### src/rtl/sclk_hold_pkg.sv
package sclk_hold_pkg;

  typedef enum logic [1:0] {
    MODE_RUN   = 2'd0,
    MODE_SYNC  = 2'd1,
    MODE_SLEEP = 2'd2
  } holdMode_t;

  typedef struct packed {
    logic cntClear;
    logic cntInc;
    logic pulseLoad;
  } holdStrb_t;

endpackage

### src/rtl/hold_count_path.sv
module hold_count_path
  import sclk_hold_pkg::*;
#(
  parameter int SYNC_FRAMES  = 4,
  parameter int PD_FRAMES    = 20,
  parameter int PULSE_CYCLES = 3
) (
  input  logic      clk,
  input  logic      rst_n,
  input  holdStrb_t strb,
  output logic      atSyncEdge,
  output logic      atPdEdge,
  output logic      saturated,
  output logic      pulseActive
);

  localparam int CNT_W = $clog2(PD_FRAMES + 1);
  localparam int PLS_W = $clog2(PULSE_CYCLES + 1);
  localparam logic [CNT_W-1:0] SYNC_LAST = CNT_W'(SYNC_FRAMES - 1);
  localparam logic [CNT_W-1:0] PD_LAST   = CNT_W'(PD_FRAMES - 1);
  localparam logic [CNT_W-1:0] CNT_MAX   = CNT_W'(PD_FRAMES);
  localparam logic [PLS_W-1:0] PLS_INIT  = PLS_W'(PULSE_CYCLES);

  logic [CNT_W-1:0] holdCnt;
  logic [PLS_W-1:0] pulseCnt;

  always_ff @(posedge clk or negedge rst_n) begin
    if (!rst_n)              holdCnt <= '0;
    else if (strb.cntClear)  holdCnt <= '0;
    else if (strb.cntInc)    holdCnt <= holdCnt + 1'b1;
  end

  always_ff @(posedge clk or negedge rst_n) begin
    if (!rst_n)                pulseCnt <= '0;
    else if (strb.cntClear)    pulseCnt <= '0;
    else if (strb.pulseLoad)   pulseCnt <= PLS_INIT;
    else if (pulseCnt != '0)   pulseCnt <= pulseCnt - 1'b1;
  end

  assign atSyncEdge  = (holdCnt == SYNC_LAST);
  assign atPdEdge    = (holdCnt == PD_LAST);
  assign saturated   = (holdCnt == CNT_MAX);
  assign pulseActive = (pulseCnt != '0);


  cnt_bound_chk: assert property (@(posedge clk) disable iff (!rst_n)
    holdCnt <= CNT_MAX);


  cnt_clear_chk: assert property (@(posedge clk) disable iff (!rst_n)
    strb.cntClear |=> (holdCnt == '0));


  pulse_len_chk: assert property (@(posedge clk) disable iff (!rst_n)
    strb.pulseLoad |=> (pulseCnt == PLS_INIT));

endmodule

### src/rtl/hold_mode_ctl.sv
module hold_mode_ctl
  import sclk_hold_pkg::*;
(
  input  logic      clk,
  input  logic      rst_n,
  input  logic      sclkSync,
  input  logic      frameTick,
  input  logic      atSyncEdge,
  input  logic      atPdEdge,
  input  logic      saturated,
  input  logic      pulseActive,
  output holdStrb_t strb,
  output logic      modReset,
  output logic      pwrDown,
  output logic      rdyForce,
  output logic      rdyLevel
);

  holdMode_t mode, modeNext;
  logic      countEvt;

  assign countEvt = sclkSync && frameTick;

  always_comb begin
    strb.cntClear  = !sclkSync;
    strb.cntInc    = countEvt && !saturated;
    strb.pulseLoad = (mode == MODE_RUN) && countEvt && atSyncEdge;
  end

  always_comb begin
    modeNext = mode;
    if (!sclkSync) begin
      modeNext = MODE_RUN;
    end else begin
      unique case (mode)
        MODE_RUN:   if (countEvt && atSyncEdge) modeNext = MODE_SYNC;
        MODE_SYNC:  if (countEvt && atPdEdge)   modeNext = MODE_SLEEP;
        MODE_SLEEP: modeNext = MODE_SLEEP;
        default:    modeNext = MODE_RUN;
      endcase
    end
  end

  always_ff @(posedge clk or negedge rst_n) begin
    if (!rst_n) mode <= MODE_RUN;
    else        mode <= modeNext;
  end

  assign modReset = (mode != MODE_RUN);
  assign pwrDown  = (mode == MODE_SLEEP);
  assign rdyForce = (mode != MODE_RUN);
  assign rdyLevel = !pulseActive;


  sleep_in_reset_chk: assert property (@(posedge clk) disable iff (!rst_n)
    pwrDown |-> modReset);


  release_chk: assert property (@(posedge clk) disable iff (!rst_n)
    !sclkSync |=> (!modReset && !pwrDown && !rdyForce && rdyLevel));


  sleep_entry_chk: assert property (@(posedge clk) disable iff (!rst_n)
    $rose(pwrDown) |-> $past(countEvt));


  sync_entry_chk: assert property (@(posedge clk) disable iff (!rst_n)
    $rose(modReset) |-> ($past(countEvt) && !rdyLevel));


  idle_level_chk: assert property (@(posedge clk) disable iff (!rst_n)
    !rdyForce |-> rdyLevel);

endmodule

### src/rtl/sclk_hold_detect.sv
module sclk_hold_detect
  import sclk_hold_pkg::*;
#(
  parameter int SYNC_FRAMES  = 4,
  parameter int PD_FRAMES    = 20,
  parameter int PULSE_CYCLES = 3
) (
  input  logic clk,
  input  logic rst_n,
  input  logic sclkSync,
  input  logic frameTick,
  output logic modReset,
  output logic pwrDown,
  output logic rdyForce,
  output logic rdyLevel
);

  holdStrb_t strb;
  logic atSyncEdge, atPdEdge, saturated, pulseActive;

  hold_mode_ctl u_ctl (
    .clk        (clk),
    .rst_n      (rst_n),
    .sclkSync   (sclkSync),
    .frameTick  (frameTick),
    .atSyncEdge (atSyncEdge),
    .atPdEdge   (atPdEdge),
    .saturated  (saturated),
    .pulseActive(pulseActive),
    .strb       (strb),
    .modReset   (modReset),
    .pwrDown    (pwrDown),
    .rdyForce   (rdyForce),
    .rdyLevel   (rdyLevel)
  );

  hold_count_path #(
    .SYNC_FRAMES (SYNC_FRAMES),
    .PD_FRAMES   (PD_FRAMES),
    .PULSE_CYCLES(PULSE_CYCLES)
  ) u_path (
    .clk        (clk),
    .rst_n      (rst_n),
    .strb       (strb),
    .atSyncEdge (atSyncEdge),
    .atPdEdge   (atPdEdge),
    .saturated  (saturated),
    .pulseActive(pulseActive)
  );

endmodule

### config.mk
export PLATFORM = sky130hd
export DESIGN_NAME = sclk_hold_detect
export DESIGN_NICKNAME = d
export VERILOG_FILES = /design/src/rtl/sclk_hold_pkg.sv /design/src/rtl/hold_count_path.sv /design/src/rtl/hold_mode_ctl.sv /design/src/rtl/sclk_hold_detect.sv
export SDC_FILE = /design/constraint.sdc
export NUM_CORES = 1
export LEC_CHECK = 0
export BUFFER_PORTS_ARGS = -buffer_cell sky130_fd_sc_hd__buf_2
export CORE_AREA = 8 8 45 47
export CTS_BUF_LIST = sky130_fd_sc_hd__clkbuf_4
export CTS_CLUSTER_DIAMETER = 150
export CTS_CLUSTER_SIZE = 12
export DETAILED_ROUTE_END_ITERATION = 10
export DIE_AREA = 0 0 53 55
export PLACE_DENSITY = 0.71
export SLEW_MARGIN = 20
export SYNTH_ARGS = -nofsm -noshare
export SYNTH_HDL_FRONTEND = slang
export SYNTH_SLANG_ARGS = --single-unit
### constraint.sdc
create_clock -name clk -period 1.8 [get_ports clk]
set_input_delay 0.27 -clock clk [delete_from_list [all_inputs] [get_ports clk]]
set_output_delay 0.27 -clock clk [all_outputs]
set_load 0.02 [all_outputs]
==> impl_results.md, run 1 <==
* Clock slew at reported path FFs at 0.06 ns
* Post-Synth XOR/XNOR Area at 4.59%
* Starting density of the core at 41.4%
* Post-Route Setup TNS at 0 ns
* Reg2reg start: u_path.holdCnt[0]$_DFFE_PN0P_
* Main combinational cell family by area after synthesis: simple AND/OR/NAND/NOR gates
* Synth Area in Adders at 13.1%
* GP Congestion at 0.811
* Lkg Pwr at 0.327 nW
* Type of the tightest min-delay check: in2reg
* Die area at 2920 µm²
* Chip width at 53 µm
* Post-synthesis mux area share at 7.21%
* H-tree depth at 1
* Post-CTS setup buffer count at 0
* Cells on worst reg2reg path at 5
* Post_cts resized at 0
* Seq cells post-synth at 9
* Routed len/inst at 11.1 µm
* Highest Clock Rate at 637 MHz
* Seq/Total Area, Yosys at 39.3%
* Hold-fix buffers at CTS at 1
* HPWL Detailed at 703 µm
* R2R setup slack at 0.23 ns
* Post-Syn Area at 573 µm²
* Tcrit/Tclk final at 87.3%
* Synth Area in Compound Gates at 10.5%
* Synth Instances at 58
* Final non-filler cell area at 657 µm²
* Share of the synthesized area in the top cell type at 39.3%
* Overflow left after global routing at 0
* Share of layout cells above drive strength 1 at 26.5%
* Status: finished clean
* Syn. warnings at 0
* CTS max path bufs at 2
* CP startpoint kind: register
* N_diodes at 0
* HP Start: sclkSync
* Clk sinks at 9
* Simple-gate share of the synthesized area at 18.1%
* Vias in the first global route at 385
* Synth area leaders: dfrtp_1 39%, ha_1 13%, mux2i_1 5.2%
* Pwr per Cell Area at 914 nW/µm²
* RSZ-0062 raised after global routing: no
* CP arrival at 1.71 ns
* Die Y at 55 µm
* R2R Path End: u_ctl.mode[1]$_DFFE_PN0P_
* Input/output buffers at 7
* Largest net degree at the start of global routing at 14
* Residual DRC count at 0
* Crit. End Element: register
* Hold EP: u_path.holdCnt[4]$_DFFE_PN0P_
* Commonest non-fill, non-tap cell in the layout: dfrtp_1
* Final net count at 79
* Syn nets at 68
* Routed WL at 936 µm
* Worst slew pin tran at 0.208 ns
* Peak supply drop at 0.369 mV
* Initial antenna violation count at 0
* CTS root buf: clkbuf_4
* CP Class: reg2reg
* Syn Area/Cell at 9.88 µm²
* DRT antenna net count at 0
* First-pass GRT wire length at 1550 µm
* CP Max Fanout at 5
* Rel. slew slack at 86.1%
* DR vias at 403
* GRT Total Usage at 7.15%
* Row count at 14
* Worst Skew at 0.000694 ns
* I/O pins at 8
* Core area at 1380 µm²
* Hold path depth at 3
* Finish-stage setup viols at 0
* Most frequent cells in the layout: 9 x dfrtp_1, 8 x inv_1, 8 x nand2_1, 7 x buf_2, 6 x ha_1
* WP data required at 1.94 ns
* Fillers at 138
* Max Slew Vio Count at 0
* DR iter-0 viols at 7
* Yosys cell types at 24
* DP Area at 617 µm²
* Yosys top cell by area: dfrtp_1
* Final critical-path required period at 1.57 ns
* Max-Cap Viols at 0
* Vias per Instance at 4.80
* Hold slack at 0.360 ns
* P&R area growth vs syn at 14.6%
* Final core occ at 47.5%
* CTS buffer count at 3
* CTS tree: done
* Final Hold Vio Count at 0
* Clock latency on the worst-skew pair at 0.25 ns
* Drt pass-1 iters at 4
* Overall Power at 0.600 mW
final cells by class:
| cell class | count | area, µm² | area share, % |
|---|---|---|---|
| multi-input cells | 39 | 307 | 46.7 |
| repair buffers | 8 | 45.0 | 6.86 |
| inverters | 8 | 30.0 | 4.57 |
| clock buffers | 4 | 30.0 | 4.57 |
| flip-flops and latches | 9 | 225 | 34.3 |
| well taps | 16 | 20.0 | 3.05 |
registers in the layout (all words and copies together), names as in the netlist:
| signal | flops |
|---|---|
| u_path.holdCnt | 5 |
| u_ctl.mode | 2 |
| u_path.pulseCnt | 2 |
where the power goes:
| part | internal, mW | switching (mW) | leakage (nW) |
|---|---|---|---|
| combinational | 0.0871 | 0.0989 | 0.186 |
| sequential | 0.228 | 0.0143 | 0.122 |
| clock | 0.101 | 0.0711 | 0.0184 |
worst max path at each step:
stage	from	endpoint	slack, ns	cells past startpoint
CTS	u_path.holdCnt[0]$_DFFE_PN0P_	u_ctl.mode[1]$_DFFE_PN0P_	0.22	5
detailed placement	u_path.holdCnt[0]$_DFFE_PN0P_	u_ctl.mode[1]$_DFFE_PN0P_	0.25	5
floorplan	u_path.holdCnt[0]$_DFFE_PN0P_	u_ctl.mode[1]$_DFFE_PN0P_	0.35	5
global placement	u_path.holdCnt[0]$_DFFE_PN0P_	u_ctl.mode[1]$_DFFE_PN0P_	0.31	5
global route	u_path.holdCnt[0]$_DFFE_PN0P_	u_ctl.mode[0]$_DFFE_PN0P_	0.14	5
finish	u_path.holdCnt[0]$_DFFE_PN0P_	u_ctl.mode[1]$_DFFE_PN0P_	0.23	5
kinds of logic after synthesis:
group,after synthesis
DFF,9
adders and majority gates,6
and+or+nand+nor,18
xor gates and xnor gates,3
AOI/OAI and AO/OA,8
muxes,4
buffers and inverters,10
worst max-delay path, cell delays in order (launching register included):
cell      delay [ns]
dfrtp_1         0.40
ha_1            0.19
or3b_4          0.41
o211ai_2        0.24
o21ai_2         0.09
mux2i_1         0.12
cell usage after synthesis (all sizes together):
cell / n
inv: 8
buf: 1
nor2: 1
xor2: 2
clkbuf: 1
xnor2: 1
mux2i: 3
o21ai: 2
nand4b: 1
dfrtp: 9
or3b: 1
or2: 1
ha: 6
a21boi: 2
mux2: 1
o211ai: 1
a21oi: 2
nand3: 3
a31o: 1
nand4: 1
and2: 1
nand2: 8
nor3: 1
layer usage:
metal	GRT usage, %	wire length [µm]	part of all wire [%]
met5	0	0	0
met4	1.29	0	0
met3	2.67	34	3.6
met2	13.3	500	53
met1	7.59	401	43
stage by stage:
stage	cells	worst slack (ns)
4_1_cts	84	0.221
3_3_place_gp	79	0.306
6_report	84	0.229
3_5_place_dp	79	0.250
2_1_floorplan	58	0.346
5_1_grt	84	0.139
Power figures use the tool's default switching activity.
==> run 2: changes to the inputs <==
Clock period 1.8 ns to 1.99 ns, I/O delays scaled along.
==> impl_results.md, run 2 (synthesized netlist as in run 1, its figures left out) <==
* Routed len/inst at 10.7 µm (was 11.1 µm)
* RSZ-0062 raised after global routing: no (unchanged)
* Cells on worst reg2reg path at 5 (unchanged)
* WP data required at 2.13 ns (was 1.94 ns)
* Hold-fix buffers at CTS at 1 (unchanged)
* Rel. slew slack at 86.1% (about the same)
* CP Max Fanout at 5 (unchanged)
* Starting density of the core at 41.4% (unchanged)
* CTS buffer count at 3 (unchanged)
* HPWL Detailed at 714 µm (was 703 µm)
* CP startpoint kind: register (unchanged)
* Type of the tightest min-delay check: in2reg (unchanged)
* Die Y at 55 µm (unchanged)
* Overflow left after global routing at 0 (unchanged)
* Residual DRC count at 0 (unchanged)
* I/O pins at 8 (unchanged)
* Clk sinks at 9 (unchanged)
* Core area at 1380 µm² (unchanged)
* Final net count at 79 (unchanged)
* HP Start: sclkSync (unchanged)
* R2R Path End: u_ctl.mode[1]$_DFFE_PN0P_ (unchanged)
* Largest regs: u_path.holdCnt x5, u_ctl.mode x2, u_path.pulseCnt x2 (unchanged)
* Tcrit/Tclk final at 78.1% (was 87.3%)
* R2R setup slack at 0.44 ns (was 0.23 ns)
* Commonest non-fill, non-tap cell in the layout: dfrtp_1 (unchanged)
* Crit. End Element: register (unchanged)
* Share of layout cells above drive strength 1 at 26.5% (unchanged)
* Cell internal pwr at 0.375 mW (was 0.416 mW)
* Post_cts resized at 0 (unchanged)
* Worst Skew at 0.00428 ns (was 0.000694 ns)
* Share of power burned in registers at 40.8% (was 40.4%)
* Pre-CTS WS at 0.441 ns (was 0.250 ns)
* Highest Clock Rate at 644 MHz (was 637 MHz)
* Max-Cap Viols at 0 (unchanged)
* DR vias at 410 (was 403)
* P&R area growth vs syn at 14.6% (unchanged)
* GRT Total Usage at 7.37% (was 7.15%)
* GP Congestion at 0.811 (about the same)
* Clock power frac at 28.6% (about the same)
* N_diodes at 0 (unchanged)
* Pwr per Cell Area at 821 nW/µm² (was 914 nW/µm²)
* Most frequent cells in the layout: 9 x dfrtp_1, 8 x inv_1, 8 x nand2_1, 7 x buf_2, 6 x ha_1 (unchanged)
* Reg2reg start: u_path.holdCnt[0]$_DFFE_PN0P_ (unchanged)
* Initial antenna violation count at 0 (unchanged)
* Vias in the first global route at 395 (was 385)
* Die area at 2920 µm² (unchanged)
* Chip width at 53 µm (unchanged)
* Routed WL at 898 µm (was 936 µm)
* Final Hold Vio Count at 0 (unchanged)
* Final critical-path required period at 1.55 ns (was 1.57 ns)
* Hold slack at 0.386 ns (was 0.360 ns)
* Sw Ratio at 30.4% (was 30.7%)
* Final setup margin at 0.437 ns (was 0.229 ns)
* Post-CTS setup buffer count at 0 (unchanged)
* Worst slew pin tran at 0.209 ns (was 0.208 ns)
* Switching pwr at 0.164 mW (was 0.184 mW)
* Max FFs per register at 5 (unchanged)
* FF+latch area at 225 µm² (unchanged)
* Final core occ at 47.5% (unchanged)
* Logic pwr share at 30.6% (was 31.0%)
* Status: finished clean (unchanged)
* DRT antenna net count at 0 (unchanged)
* Clock latency on the worst-skew pair at 0.26 ns (was 0.25 ns)
* Finish-stage setup viols at 0 (unchanged)
* Post-Route Setup TNS at 0 ns (unchanged)
* Overall Power at 0.539 mW (was 0.600 mW)
* CTS max path bufs at 2 (unchanged)
* CTS root buf: clkbuf_4 (unchanged)
* Hold EP: u_path.holdCnt[4]$_DFFE_PN0P_ (unchanged)
* Row count at 14 (unchanged)
* CTS tree: done (unchanged)
* Vias per Instance at 4.88 (was 4.80)
* Input/output buffers at 7 (unchanged)
* Clock slew at reported path FFs at 0.06 ns (about the same)
* Lkg Pwr at 0.327 nW (unchanged)
* Drt pass-1 iters at 3 (was 4)
* Hold path depth at 3 (unchanged)
* Largest Register: u_path.holdCnt (unchanged)
* CP arrival at 1.70 ns (was 1.71 ns)
* Fillers at 137 (was 138)
* Largest net degree at the start of global routing at 14 (unchanged)
* Peak supply drop at 0.390 mV (was 0.369 mV)
* Max Slew Vio Count at 0 (unchanged)
* Multi-input logic area at 307 µm² (unchanged)
* H-tree depth at 1 (unchanged)
* DR iter-0 viols at 2 (was 7)
* CP Class: reg2reg (unchanged)
* First-pass GRT wire length at 1610 µm (was 1550 µm)
-- run 2: area by class of cell --
cell class | count | area share [%]
flip-flops and latches | 9 | 34.3
inverters | 8 | 4.57
multi-input cells | 39 | 46.7
clock buffers | 4 | 4.57
well taps | 16 | 3.05
repair buffers | 8 | 6.86
-- run 2: power by group through the flow --
stage / combinational [mW] / clock, mW / sequential [mW]
floorplan: 0.133 / 0 / 0.221
global placement: 0.162 / 0 / 0.222
detailed placement: 0.169 / 0 / 0.223
CTS: 0.172 / 0.160 / 0.220
global route: 0.189 / 0.176 / 0.222
finish: 0.165 / 0.154 / 0.220
-- run 2: worst max path at each step --
stage / startpoint / to / cells after the start
2_1_floorplan: u_path.holdCnt[0]$_DFFE_PN0P_ / u_ctl.mode[1]$_DFFE_PN0P_ / 5
3_3_place_gp: u_path.holdCnt[0]$_DFFE_PN0P_ / u_ctl.mode[1]$_DFFE_PN0P_ / 5
3_5_place_dp: u_path.holdCnt[0]$_DFFE_PN0P_ / u_ctl.mode[1]$_DFFE_PN0P_ / 5
4_1_cts: u_path.holdCnt[0]$_DFFE_PN0P_ / u_ctl.mode[1]$_DFFE_PN0P_ / 5
5_1_grt: u_path.holdCnt[0]$_DFFE_PN0P_ / u_ctl.mode[1]$_DFFE_PN0P_ / 5
6_report: u_path.holdCnt[0]$_DFFE_PN0P_ / u_ctl.mode[1]$_DFFE_PN0P_ / 5
-- run 2: routing by layer --
| metal | up-vias | global-route usage [%] | share of wire (%) |
|---|---|---|---|
| met5 | - | 0 | 0 |
| met4 | 0 | 3.02 | 1.4 |
| met3 | 2 | 2.41 | 3.2 |
| met2 | 5 | 11.7 | 49 |
| met1 | 187 | 8.99 | 46 |
| li1 | 216 | - | - |
-- run 2: through the flow --
step | cells | instance area (µm²)
floorplan | 58 | 573
global placement | 79 | 617
detailed placement | 79 | 617
CTS | 84 | 657
global route | 84 | 657
finish | 84 | 657
-- run 2: worst max-delay path: stages, from the launching register on --
cell,delay (ns)
dfrtp_1,0.40
ha_1,0.18
or3b_4,0.41
o211ai_2,0.24
o21ai_2,0.09
mux2i_1,0.12
==> run 3: changes to the inputs <==
Settings changed: PLACE_DENSITY 0.71 to 0.73.
Clock period 1.99 ns to 1.4 ns, I/O delays scaled along.
==> impl_results.md, run 3 (synthesized netlist as in run 1, its figures left out) <==
* Largest regs: u_path.holdCnt x5, u_ctl.mode x2, u_path.pulseCnt x2 (unchanged)
* Max-Cap Viols at 0 (unchanged)
* Starting density of the core at 41.4% (unchanged)
* CTS buffer count at 3 (unchanged)
* Tcrit/Tclk final at 107% (was 78.1%)
* Overall Power at 0.813 mW (was 0.539 mW)
* Setup crit start: u_path.holdCnt[1]$_DFFE_PN0P_ (was u_path.holdCnt[0]$_DFFE_PN0P_)
* CP Class: reg2reg (unchanged)
* Vias in the first global route at 458 (was 395)
* Cell internal pwr at 0.557 mW (was 0.375 mW)
* Die area at 2920 µm² (unchanged)
* Peak supply drop at 0.414 mV (was 0.390 mV)
* Pre-CTS WS at -0.0819 ns (was 0.441 ns)
* Overflow left after global routing at 0 (unchanged)
* Crit. End Element: register (unchanged)
* Commonest non-fill, non-tap cell in the layout: buf_4 (was dfrtp_1)
* Rel. slew slack at 84.1% (was 86.1%)
* Final critical-path required period at 1.50 ns (was 1.55 ns)
* P&R area growth vs syn at 32.8% (was 14.6%)
* Max FFs per register at 5 (unchanged)
* Drt pass-1 iters at 4 (was 3)
* Final core occ at 55.0% (was 47.5%)
* DRT antenna net count at 0 (unchanged)
* Pwr per Cell Area at 1070 nW/µm² (was 821 nW/µm²)
* GRT Total Usage at 8.75% (was 7.37%)
* N_diodes at 0 (unchanged)
* CP startpoint kind: register (unchanged)
* I/O pins at 8 (unchanged)
* Clock latency on the worst-skew pair at 0.27 ns (was 0.26 ns)
* Worst slew pin tran at 0.239 ns (was 0.209 ns)
* CP Max Fanout at 4 (was 5)
* Share of power burned in registers at 38.1% (was 40.8%)
* Chip width at 53 µm (unchanged)
* HPWL Detailed at 791 µm (was 714 µm)
* Share of layout cells above drive strength 1 at 41.8% (was 26.5%)
* Largest net degree at the start of global routing at 14 (unchanged)
* Clock slew at reported path FFs at 0.07 ns (was 0.06 ns)
* Largest Register: u_path.holdCnt (unchanged)
* Worst Skew at 0.00886 ns (was 0.00428 ns)
* Type of the tightest min-delay check: in2async (was in2reg)
* CTS tree: done (unchanged)
* Input/output buffers at 7 (unchanged)
* Logic pwr share at 33.7% (was 30.6%)
* Finish-stage setup viols at 5 (was 0)
* CTS root buf: clkbuf_4 (unchanged)
* Reg2reg start: u_path.holdCnt[1]$_DFFE_PN0P_ (was u_path.holdCnt[0]$_DFFE_PN0P_)
* Routed len/inst at 12.2 µm (was 10.7 µm)
* Final net count at 90 (was 79)
* Final Hold Vio Count at 0 (unchanged)
* Cells on worst reg2reg path at 5 (unchanged)
* Initial antenna violation count at 0 (unchanged)
* Final setup margin at -0.0984 ns (was 0.437 ns)
* Vias per Instance at 4.97 (was 4.88)
* Row count at 14 (unchanged)
* Max Slew Vio Count at 0 (unchanged)
* Switching pwr at 0.256 mW (was 0.164 mW)
* Violated checks: negative setup slack
* Clock power frac at 28.1% (was 28.6%)
* GP Congestion at 0.766 (was 0.811)
* CP max stage cell: or3b_4 (unchanged)
* Crit path cell chain: ha_2 > or3b_4 > o211ai_4 > o21ai_2 > mux2i_1 (was ha_1 > or3b_4 > o211ai_2 > o21ai_2 > mux2i_1)
* Die Y at 55 µm (unchanged)
* CTS max path bufs at 2 (unchanged)
* Sw Ratio at 31.5% (was 30.4%)
* RSZ-0062 raised after global routing: yes (was no)
* Status: finished, violations left (was finished clean)
* Residual DRC count at 0 (unchanged)
* First-pass GRT wire length at 1820 µm (was 1610 µm)
* Lkg Pwr at 0.376 nW (was 0.327 nW)
* Most frequent cells in the layout: 11 x buf_4, 9 x dfrtp_1, 8 x inv_1, 7 x nand2_1, 7 x buf_2 (was 9 x dfrtp_1, 8 x inv_1, 8 x nand2_1, 7 x buf_2, 6 x ha_1)
* CP arrival at 1.66 ns (was 1.70 ns)
* DR iter-0 viols at 7 (was 2)
* H-tree depth at 1 (unchanged)
* DR vias at 472 (was 410)
* Routed WL at 1160 µm (was 898 µm)
* Core area at 1380 µm² (unchanged)
* Worst path max stage delay at 0.41 ns (about the same)
* Clk sinks at 9 (unchanged)
* WP data required at 1.56 ns (was 2.13 ns)
* Highest Clock Rate at 667 MHz (was 644 MHz)
-- run 3: cell types whose count changed in the layout (fill, tap and decap cells not counted) --
cell | previous run | this run
o211ai_4 | 0 | 1
or2_4 | 0 | 1
nand2_2 | 0 | 1
ha_1 | 6 | 3
buf_4 | 0 | 11
nand2_1 | 8 | 7
or2_2 | 1 | 0
o211ai_2 | 1 | 0
ha_2 | 0 | 3
-- run 3: final cells by class --
class / instances / area, µm²
Inverter: 8 / 30.0
Sequential cell: 9 / 225
Multi-Input combinational cell: 39 / 328
Tap cell: 16 / 20.0
Clock buffer: 4 / 30.0
Timing Repair Buffer: 19 / 128
Fill cell: 129 / 623
-- run 3: critical path: cells and delay by family (launching register included) --
kind / cells / cell delay (ns)
AND/OR/NAND/NOR: 1 / 0.41
flip-flops: 1 / 0.39
AO/OA/AOI/OAI: 2 / 0.27
adder cells (fa/ha/maj): 1 / 0.20
multiplexers: 1 / 0.12
-- run 3: worst paths after layout --
check,end,slack [ns]
setup / recovery,u_ctl.mode[1]$_DFFE_PN0P_,-0.1
hold / removal,u_path.pulseCnt[0]$_DFFE_PN0P_,0.31
setup reg to reg,u_ctl.mode[1]$_DFFE_PN0P_,-0.1
hold reg to reg,u_path.holdCnt[1]$_DFFE_PN0P_,0.58
max in group asynchronous,u_path.holdCnt[2]$_DFFE_PN0P_,0.90
min in group clk,u_path.pulseCnt[1]$_DFFE_PN0P_,0.31
-- run 3: power by group through the flow --
stage / logic [mW] / clock network (mW) / registers (mW)
global placement: 0.237 / 0 / 0.314
global route: 0.313 / 0.251 / 0.314
detailed placement: 0.258 / 0 / 0.315
finish: 0.274 / 0.229 / 0.310
CTS: 0.266 / 0.239 / 0.310
floorplan: 0.189 / 0 / 0.314
-- run 3: per-stage QoR --
stage | area (µm²) | setup TNS, ns | hold slack (ns) | instances
after floorplan | 573 | -0.0286 | -0.0856 | 58
after global placement | 654 | -0.0892 | 0.0747 | 84
after detailed placement | 654 | -0.224 | 0.0759 | 84
after CTS | 707 | -0.247 | 0.291 | 90
after global routing | 761 | -0.842 | 0.332 | 95
final | 761 | -0.265 | 0.312 | 95
-- run 3: repair_timing --
action | CTS | global route
hold buffers | 1 | 0
pin swaps | 1 | 2
hold endpoints to repair | 9 | 0
endpoints found under the setup margin | 6 | 9
setup buffers | 1 | 5
gates resized for setup | 2 | 4
-- run 3: layer usage --
| layer | global-route usage (%) | routed length (µm) | vias to the layer above |
|---|---|---|---|
| met2 | 13.9 | 626 | 6 |
| met5 | 0 | 0 | - |
| li1 | - | - | 238 |
| met1 | 9.30 | 477 | 226 |
| met4 | 6.47 | 13 | 0 |
| met3 | 3.48 | 43 | 2 |
